### src/rtl/irq_cond_pkg.sv
package irq_cond_pkg;

  localparam int CFG_W       = 3;
  localparam int CFG_MODE    = 0;
  localparam int CFG_CLR_I   = 1;
  localparam int CFG_CLR_X   = 2;

  // Strobes from control to datapath, valid for one cycle.
  typedef struct packed {
    logic setI;
    logic setX;
    logic clrI;
    logic clrX;
    logic loadMode;
    logic modeVal;
    logic ackMask;
  } ctl_strobe_t;

endpackage

### src/rtl/irq_cond_dp.sv
module irq_cond_dp
  import irq_cond_pkg::*;
#(
  parameter int SYNC_STAGES = 2
) (
  input  logic        clk,
  input  logic        rst_n,
  input  logic        irqPinN,
  input  logic        nmiPinN,
  input  ctl_strobe_t strb,
  output logic        irqLineLow,
  output logic        nmiLineLow,
  output logic        edgePend,
  output logic        maskI,
  output logic        maskX,
  output logic        edgeMode
);

  localparam int NUM_PINS = 2;
  localparam logic [SYNC_STAGES-1:0] IDLE_HIGH = '1;

  logic [NUM_PINS-1:0] pinsN;
  logic [NUM_PINS-1:0] syncN;
  logic                prevIrqN;
  logic                irqFall;

  assign pinsN = {nmiPinN, irqPinN};

  // One synchroniser chain per pin; idle level is high.
  for (genvar p = 0; p < NUM_PINS; p++) begin : g_sync
    logic [SYNC_STAGES-1:0] chain;
    always_ff @(posedge clk or negedge rst_n) begin
      if (!rst_n) chain <= IDLE_HIGH;
      else        chain <= {chain[SYNC_STAGES-2:0], pinsN[p]};
    end
    assign syncN[p] = chain[SYNC_STAGES-1];
  end

  assign irqLineLow = ~syncN[0];
  assign nmiLineLow = ~syncN[1];

  always_ff @(posedge clk or negedge rst_n) begin
    if (!rst_n) prevIrqN <= 1'b1;
    else        prevIrqN <= syncN[0];
  end

  assign irqFall = prevIrqN & ~syncN[0];

  // Edge latch: held empty in level mode; a new edge beats an acknowledge.
  always_ff @(posedge clk or negedge rst_n) begin
    if (!rst_n)             edgePend <= 1'b0;
    else if (!edgeMode)     edgePend <= 1'b0;
    else if (irqFall)       edgePend <= 1'b1;
    else if (strb.ackMask)  edgePend <= 1'b0;
  end

  // Mask bits: hardware set wins over a software clear.
  always_ff @(posedge clk or negedge rst_n) begin
    if (!rst_n) begin
      maskI <= 1'b1;
      maskX <= 1'b1;
    end else begin
      if (strb.setI)      maskI <= 1'b1;
      else if (strb.clrI) maskI <= 1'b0;
      if (strb.setX)      maskX <= 1'b1;
      else if (strb.clrX) maskX <= 1'b0;
    end
  end

  always_ff @(posedge clk or negedge rst_n) begin
    if (!rst_n)             edgeMode <= 1'b0;
    else if (strb.loadMode) edgeMode <= strb.modeVal;
  end


  x_set_source_chk: assert property (@(posedge clk) disable iff (!rst_n)
    $rose(maskX) |-> $past(strb.setX));


  ack_sets_i_chk: assert property (@(posedge clk) disable iff (!rst_n)
    strb.setI |=> maskI);


  edge_drop_chk: assert property (@(posedge clk) disable iff (!rst_n)
    $fell(edgePend) |-> $past(strb.ackMask || !edgeMode));

endmodule

### src/rtl/irq_cond_ctl.sv
module irq_cond_ctl
  import irq_cond_pkg::*;
(
  input  logic              clk,
  input  logic              rst_n,
  input  logic              cfgWrEn,
  input  logic [CFG_W-1:0]  cfgWrData,
  input  logic              ack,
  input  logic              ackNmi,
  input  logic              irqLineLow,
  input  logic              nmiLineLow,
  input  logic              edgePend,
  input  logic              maskI,
  input  logic              maskX,
  input  logic              edgeMode,
  output ctl_strobe_t       strb,
  output logic              irqReq,
  output logic              nmiReq
);

  logic maskSource;

  always_comb begin
    strb          = '0;
    strb.setI     = ack;
    strb.setX     = ack & ackNmi;
    strb.ackMask  = ack & ~ackNmi;
    strb.loadMode = cfgWrEn;
    strb.modeVal  = cfgWrData[CFG_MODE];
    strb.clrI     = cfgWrEn & cfgWrData[CFG_CLR_I];
    strb.clrX     = cfgWrEn & cfgWrData[CFG_CLR_X];
  end

  assign maskSource = edgeMode ? edgePend : irqLineLow;
  assign nmiReq     = nmiLineLow & ~maskX;
  assign irqReq     = maskSource & ~maskI & ~nmiReq;


  nmi_priority_chk: assert property (@(posedge clk) disable iff (!rst_n)
    nmiReq |-> !irqReq);


  x_blocks_chk: assert property (@(posedge clk) disable iff (!rst_n)
    maskX |-> !nmiReq);


  i_blocks_chk: assert property (@(posedge clk) disable iff (!rst_n)
    maskI |-> !irqReq);

endmodule

### src/rtl/irq_cond_top.sv
module irq_cond_top
  import irq_cond_pkg::*;
#(
  parameter int SYNC_STAGES = 2
) (
  input  logic             clk,
  input  logic             rst_n,
  input  logic             irqPinN,
  input  logic             nmiPinN,
  input  logic             cfgWrEn,
  input  logic [CFG_W-1:0] cfgWrData,
  input  logic             ack,
  input  logic             ackNmi,
  output logic             irqReq,
  output logic             nmiReq,
  output logic             maskI,
  output logic             maskX,
  output logic             edgeMode
);

  ctl_strobe_t strb;
  logic        irqLineLow;
  logic        nmiLineLow;
  logic        edgePend;

  irq_cond_dp #(.SYNC_STAGES(SYNC_STAGES)) i_dp (
    .clk        (clk),
    .rst_n      (rst_n),
    .irqPinN    (irqPinN),
    .nmiPinN    (nmiPinN),
    .strb       (strb),
    .irqLineLow (irqLineLow),
    .nmiLineLow (nmiLineLow),
    .edgePend   (edgePend),
    .maskI      (maskI),
    .maskX      (maskX),
    .edgeMode   (edgeMode)
  );

  irq_cond_ctl i_ctl (
    .clk        (clk),
    .rst_n      (rst_n),
    .cfgWrEn    (cfgWrEn),
    .cfgWrData  (cfgWrData),
    .ack        (ack),
    .ackNmi     (ackNmi),
    .irqLineLow (irqLineLow),
    .nmiLineLow (nmiLineLow),
    .edgePend   (edgePend),
    .maskI      (maskI),
    .maskX      (maskX),
    .edgeMode   (edgeMode),
    .strb       (strb),
    .irqReq     (irqReq),
    .nmiReq     (nmiReq)
  );

endmodule

### config.mk
export PLATFORM = sky130hd
export DESIGN_NAME = irq_cond_top
export DESIGN_NICKNAME = d
export VERILOG_FILES = /design/src/rtl/irq_cond_pkg.sv /design/src/rtl/irq_cond_dp.sv /design/src/rtl/irq_cond_ctl.sv /design/src/rtl/irq_cond_top.sv
export SDC_FILE = /design/constraint.sdc
export NUM_CORES = 1
export LEC_CHECK = 0
export ABC_CLOCK_PERIOD_IN_PS = 1500
export BUFFER_PORTS_ARGS = -buffer_cell sky130_fd_sc_hd__clkbuf_2
export CAP_MARGIN = 20
export CORE_AREA = 5 5 42 44
export CTS_BUF_LIST = sky130_fd_sc_hd__clkbuf_4
export DETAILED_ROUTE_END_ITERATION = 6
export DIE_AREA = 0 0 47 49
export SLEW_MARGIN = 25
export SYNTH_ARGS = -nofsm -noshare
export SYNTH_HDL_FRONTEND = slang
export SYNTH_SLANG_ARGS = --single-unit
### constraint.sdc
create_clock -name clk -period 1.5 [get_ports clk]
set_input_delay 0.45 -clock clk [delete_from_list [all_inputs] [get_ports clk]]
set_output_delay 0.45 -clock clk [all_outputs]
set_load 0.02 [all_outputs]
## Word-level counts from Yosys, hierarchy flattened

Cells that the tools add are included.
Widths: inputs -> output; s select.

- Equality and inequality tests: 1
- Reduce and logical (&&, ||, !) cells: 2
- Muxes and demuxes: 8
- Bitwise logic cells: 14

Operator list:

| operator | count |
|---|---|
| $and 1x1->1 | 8 |
| $mux 1 | 8 |
| $not 1->1 | 6 |
| $reduce_bool 2->1 | 2 |
| $ne 3x2->1 const B | 1 |

- Register bits: 9
- Output and inout port bits: 5
- Bits of input ports: 10

## Depth between registers and ports, before layout

- Depth in word-level cells: 5
- Gate-level depth with buffers: 2

## Cells and area by module

A second synthesis with hierarchy kept.

- Cells, all modules: 29
- Area, all modules: 391.6 µm²

By module, submodules not included:

| module | seq. area each (µm²) | area each (µm²) | times used | cells each |
|---|---|---|---|---|
| irq_cond_dp | 234.0 | 310.3 | 1 | 19 |
| irq_cond_ctl | 0.0 | 81.3 | 1 | 10 |

## Worst setup path after synthesis

OpenSTA, ideal clock, no wires.

- Kind: register to output
- From: reg i_dp.edgeMode
- To: out irqReq
- Slack: -49 ps
- Cell stages (with the launch flop): 3
- Arrival: 1099 ps
- Buffers on the path: 0
- Path through: dfrtp_1 or2_1 a211oi_2

- Word-level cells in the longest chain between the ends: 3

RTL lines:

| element | line | source |
|---|---|---|
| from (decl) | irq_cond_dp.sv:16 | `output logic edgeMode` |
| from (signal assigned) | irq_cond_dp.sv:72 | `else if (strb.loadMode) edgeMode <= strb.modeVal;` |
| $mux 1 | irq_cond_ctl.sv:34 | `assign maskSource = edgeMode ? edgePend : irqLineLow;` |
| $and 1x1->1 (2 in a row) | irq_cond_ctl.sv:36 | `assign irqReq = maskSource & ~maskI & ~nmiReq;` |
| to (decl) | irq_cond_top.sv:14 | `output logic irqReq,` |

No other way between the ends.

## Worst setup path in the final report

Ends and elaborated chain as after synthesis.

==> impl_metrics.csv <==
group,metric,value,unit
power_and_ir_drop,power_frac_seq,50.1,%
power_and_ir_drop,p_sw,0.127,mW
route,drtIter0Drc,1,
floorplanning,die_area,2300,µm²
grt,grt_usage,5.70,%
critical_path,cp_max_fo,3,
route,first_pass_iters,4,
synthesis,yosysSeqAreaShare,74.5,%
layout,nNetsFinal,52,
synthesis,synth-simple-area-share,11.2,%
layout,fin_util,33.8,%
power_and_ir_drop,sw_frac_of_total,22.9,%
route,wl_per_cell,10.2,µm
cts,clk_pin_slew,60,ps
sta,fin_crit,1700,ps
sta,clock_skew,5.86,ps
cts,postCtsHoldBufs,0,
critical_path,cpPeakStageDelay,380,ps
synthesis,syn_area,314,µm²
layout,fill_cells,148,
sta,maxSlewViolCount,0,
synthesis,yosysWarnings,0,
route,routed_wl,584,µm
route,ant_nets,0,
power_and_ir_drop,clkPwrFrac,35.3,%
synthesis,ys_seq_elements,9,
run_status,violations,"negative setup slack",
grt,grt-ovfl-total,0,
grt,grt_start_max_net_pins,10,
floorplanning,die_height,49,µm
critical_path,r2r-end,"i_dp.edgeMode$_DFFE_PN0P_",
synthesis,synth_compound_area_share,10.8,%
placed_design,portBuffers,14,
job,max-cap-violations,0,
placed_design,place_area,419,µm²
cts,cts_root_buf,"clkbuf_4",
power_and_ir_drop,total_leakage_power,0.218,nW
floorplanning,die_w,47,µm
route,vias_per_cell,4.14,
critical_path,criticalPathCategory,"reg -> out",
layout,finalInstanceArea,474,µm²
synthesis,synth_top_family_by_area,"simple AND/OR/NAND/NOR gates",
layout,antenna_cells,0,
placed_design,dp_slack,59.8,ps
critical_path,worstReg2RegStart,"i_dp.edgeMode$_DFFE_PN0P_",
layout,drive_above_1_share,70.7,%
critical_path,cp-end-kind,"output pin",
sta,hold_viol,0,
synthesis,synth-adder-area-share,0,%
cts,clock_latency,250,ps
synthesis,synth_cells,21,
floorplanning,placeableCoreArea,1400,µm²
critical_path,cp-start-kind,"flop",
grt,grt_pass1_vias,211,
sta,setup_violations,1,
placed_design,gp_congestion,0.617,
sta,relSlewSlack,86.0,%
critical_path,cp.arrival,1250,ps
route,vias,236,
worst_hold_path,holdCritPathClass,"in -> async",
run_status,outcome,"complete, but fails checks",
synthesis,synth-xor-area-share,0,%
critical_path,crit_chain,"or2_1 > a211oi_4 > clkbuf_8",
sta,rsz0062_at_grt,"true",
synthesis,syn_nets,31,
power_and_ir_drop,ir_drop,0.666,mV
route,drc,0,
critical_path,startpoint,"i_dp.edgeMode$_DFFE_PN0P_",
floorplanning,num_rows,14,
layout,syn2layout_area_growth,51.0,%
critical_path,crit_required,1050,ps
sta,holdWs,32.0,ps
critical_path,rr_worst_depth,2,
sta,fin_ws,-204,ps
power_and_ir_drop,pwr-share-comb,14.5,%
cts,numCtsBuffers,3,
critical_path,ff2ff_setup_slack,600,ps
cts,h-tree-depth,1,
critical_path,crit_slowest_cell,"dfrtp_1",
power_and_ir_drop,p_per_area,1170,nW/µm²
synthesis,avgSynthCellArea,15.0,µm²
grt,grt_first_pass_wirelength,869,µm
cts,cts_tree,"done",
sta,min_period_over_period,114,%
power_and_ir_drop,p_total,0.556,mW
synthesis,synthMuxAreaShare,3.59,%
synthesis,synth_cell_types,12,
sta,worstMarginPinSlew,210,ps
cts,cts.path.max_buffers,2,
cts,numClockSinks,9,
floorplanning,start_util,22.4,%
power_and_ir_drop,internal-power,0.428,mW
sta,maxClockFrequency,0.587,GHz
floorplanning,io-pin-count,15,
grt,grt_antenna_before_repair,0,
## Yosys cell counts
library cell  instances  area (µm²)
or2_1                 1        6.26
nand3b_1              1        7.51
a211oi_2              1        12.5
nand2_1               3        11.3
mux2_1                1        11.3
o21ai_1               1        5.00
nor2_1                1        3.75
a22o_1                1        8.76
dfrtp_1               2        50.1
a21o_1                1        7.51
nor2b_1               1        6.26
dfstp_2               7         184
## layout by cell type, fill, tap and decap left out, drive strengths merged
cell / n
clkbuf: 15
dfstp: 7
buf: 5
nand2: 3
dfrtp: 2
nor2: 1
or2: 1
a211oi: 1
a22o: 1
nor2b: 1
nand3b: 1
o21ai: 1
a21o: 1
mux2: 1
## registers in the layout, indices dropped and copies added, names as in the netlist
name / count
i_dp.prevIrqN: 1
i_dp.edgeMode: 1
i_dp.edgePend: 1
i_dp.maskX: 1
i_dp.g_sync.chain: 4
i_dp.maskI: 1
## metrics by stage
step,setup TNS [ps],std cells
final,-204,57
after global routing,-265,57
after CTS,-222,56
after detailed placement,0,52
after global placement,0,52
after floorplan,0,21
## what timing repair did
item,CTS,global route
resized for setup,3,5
setup endpoints to repair,2,3
setup buffers,0,1
## worst max-delay path: cells and delay by family (launching register included)
family                 cells  cell delay, ps
buffers and inverters      1             170
AND/OR/NAND/NOR            1             240
AO/OA/AOI/OAI              1             200
flip-flops                 1             380
## cell type report
| type | instances | area [µm²] | area share [%] |
|---|---|---|---|
| Sequential cell | 9 | 234 | 49.3 |
| Timing Repair Buffer | 16 | 100 | 21.1 |
| Multi-Input combinational cell | 12 | 90.1 | 19.0 |
| Clock buffer | 4 | 30.0 | 6.33 |
| Tap cell | 16 | 20.0 | 4.22 |
## metal layers
| layer | track usage (%) | share of wire, % | up-vias |
|---|---|---|---|
| met1 | 5.71 | 35 | 118 |
| met2 | 8.37 | 58 | 7 |
| li1 | - | - | 111 |
| met4 | 1.38 | 0 | 0 |
| met5 | 0 | 0 | - |
| met3 | 5.54 | 6.3 | 0 |
## kinds of logic after synthesis
group | Yosys count
flops | 9
simple gates | 7
compound gates | 4
mux | 1
## worst max-delay path by stage
stage,to,slack (ps),cells after the start
after floorplan,irqReq,10,2
final,irqReq,-200,3
after global routing,irqReq,-260,3
after CTS,irqReq,-220,3
after global placement,irqReq,60,3
after detailed placement,irqReq,60,3
## power by group through the flow
stage / clock network [mW] / registers (mW) / logic, mW
after detailed placement: 0 / 0.283 / 0.0702
after global placement: 0 / 0.282 / 0.0698
after floorplan: 0 / 0.292 / 0.0239
after global routing: 0.221 / 0.281 / 0.0876
final: 0.196 / 0.279 / 0.0808
after CTS: 0.207 / 0.280 / 0.0724
(Power assumes the default switching activity.)
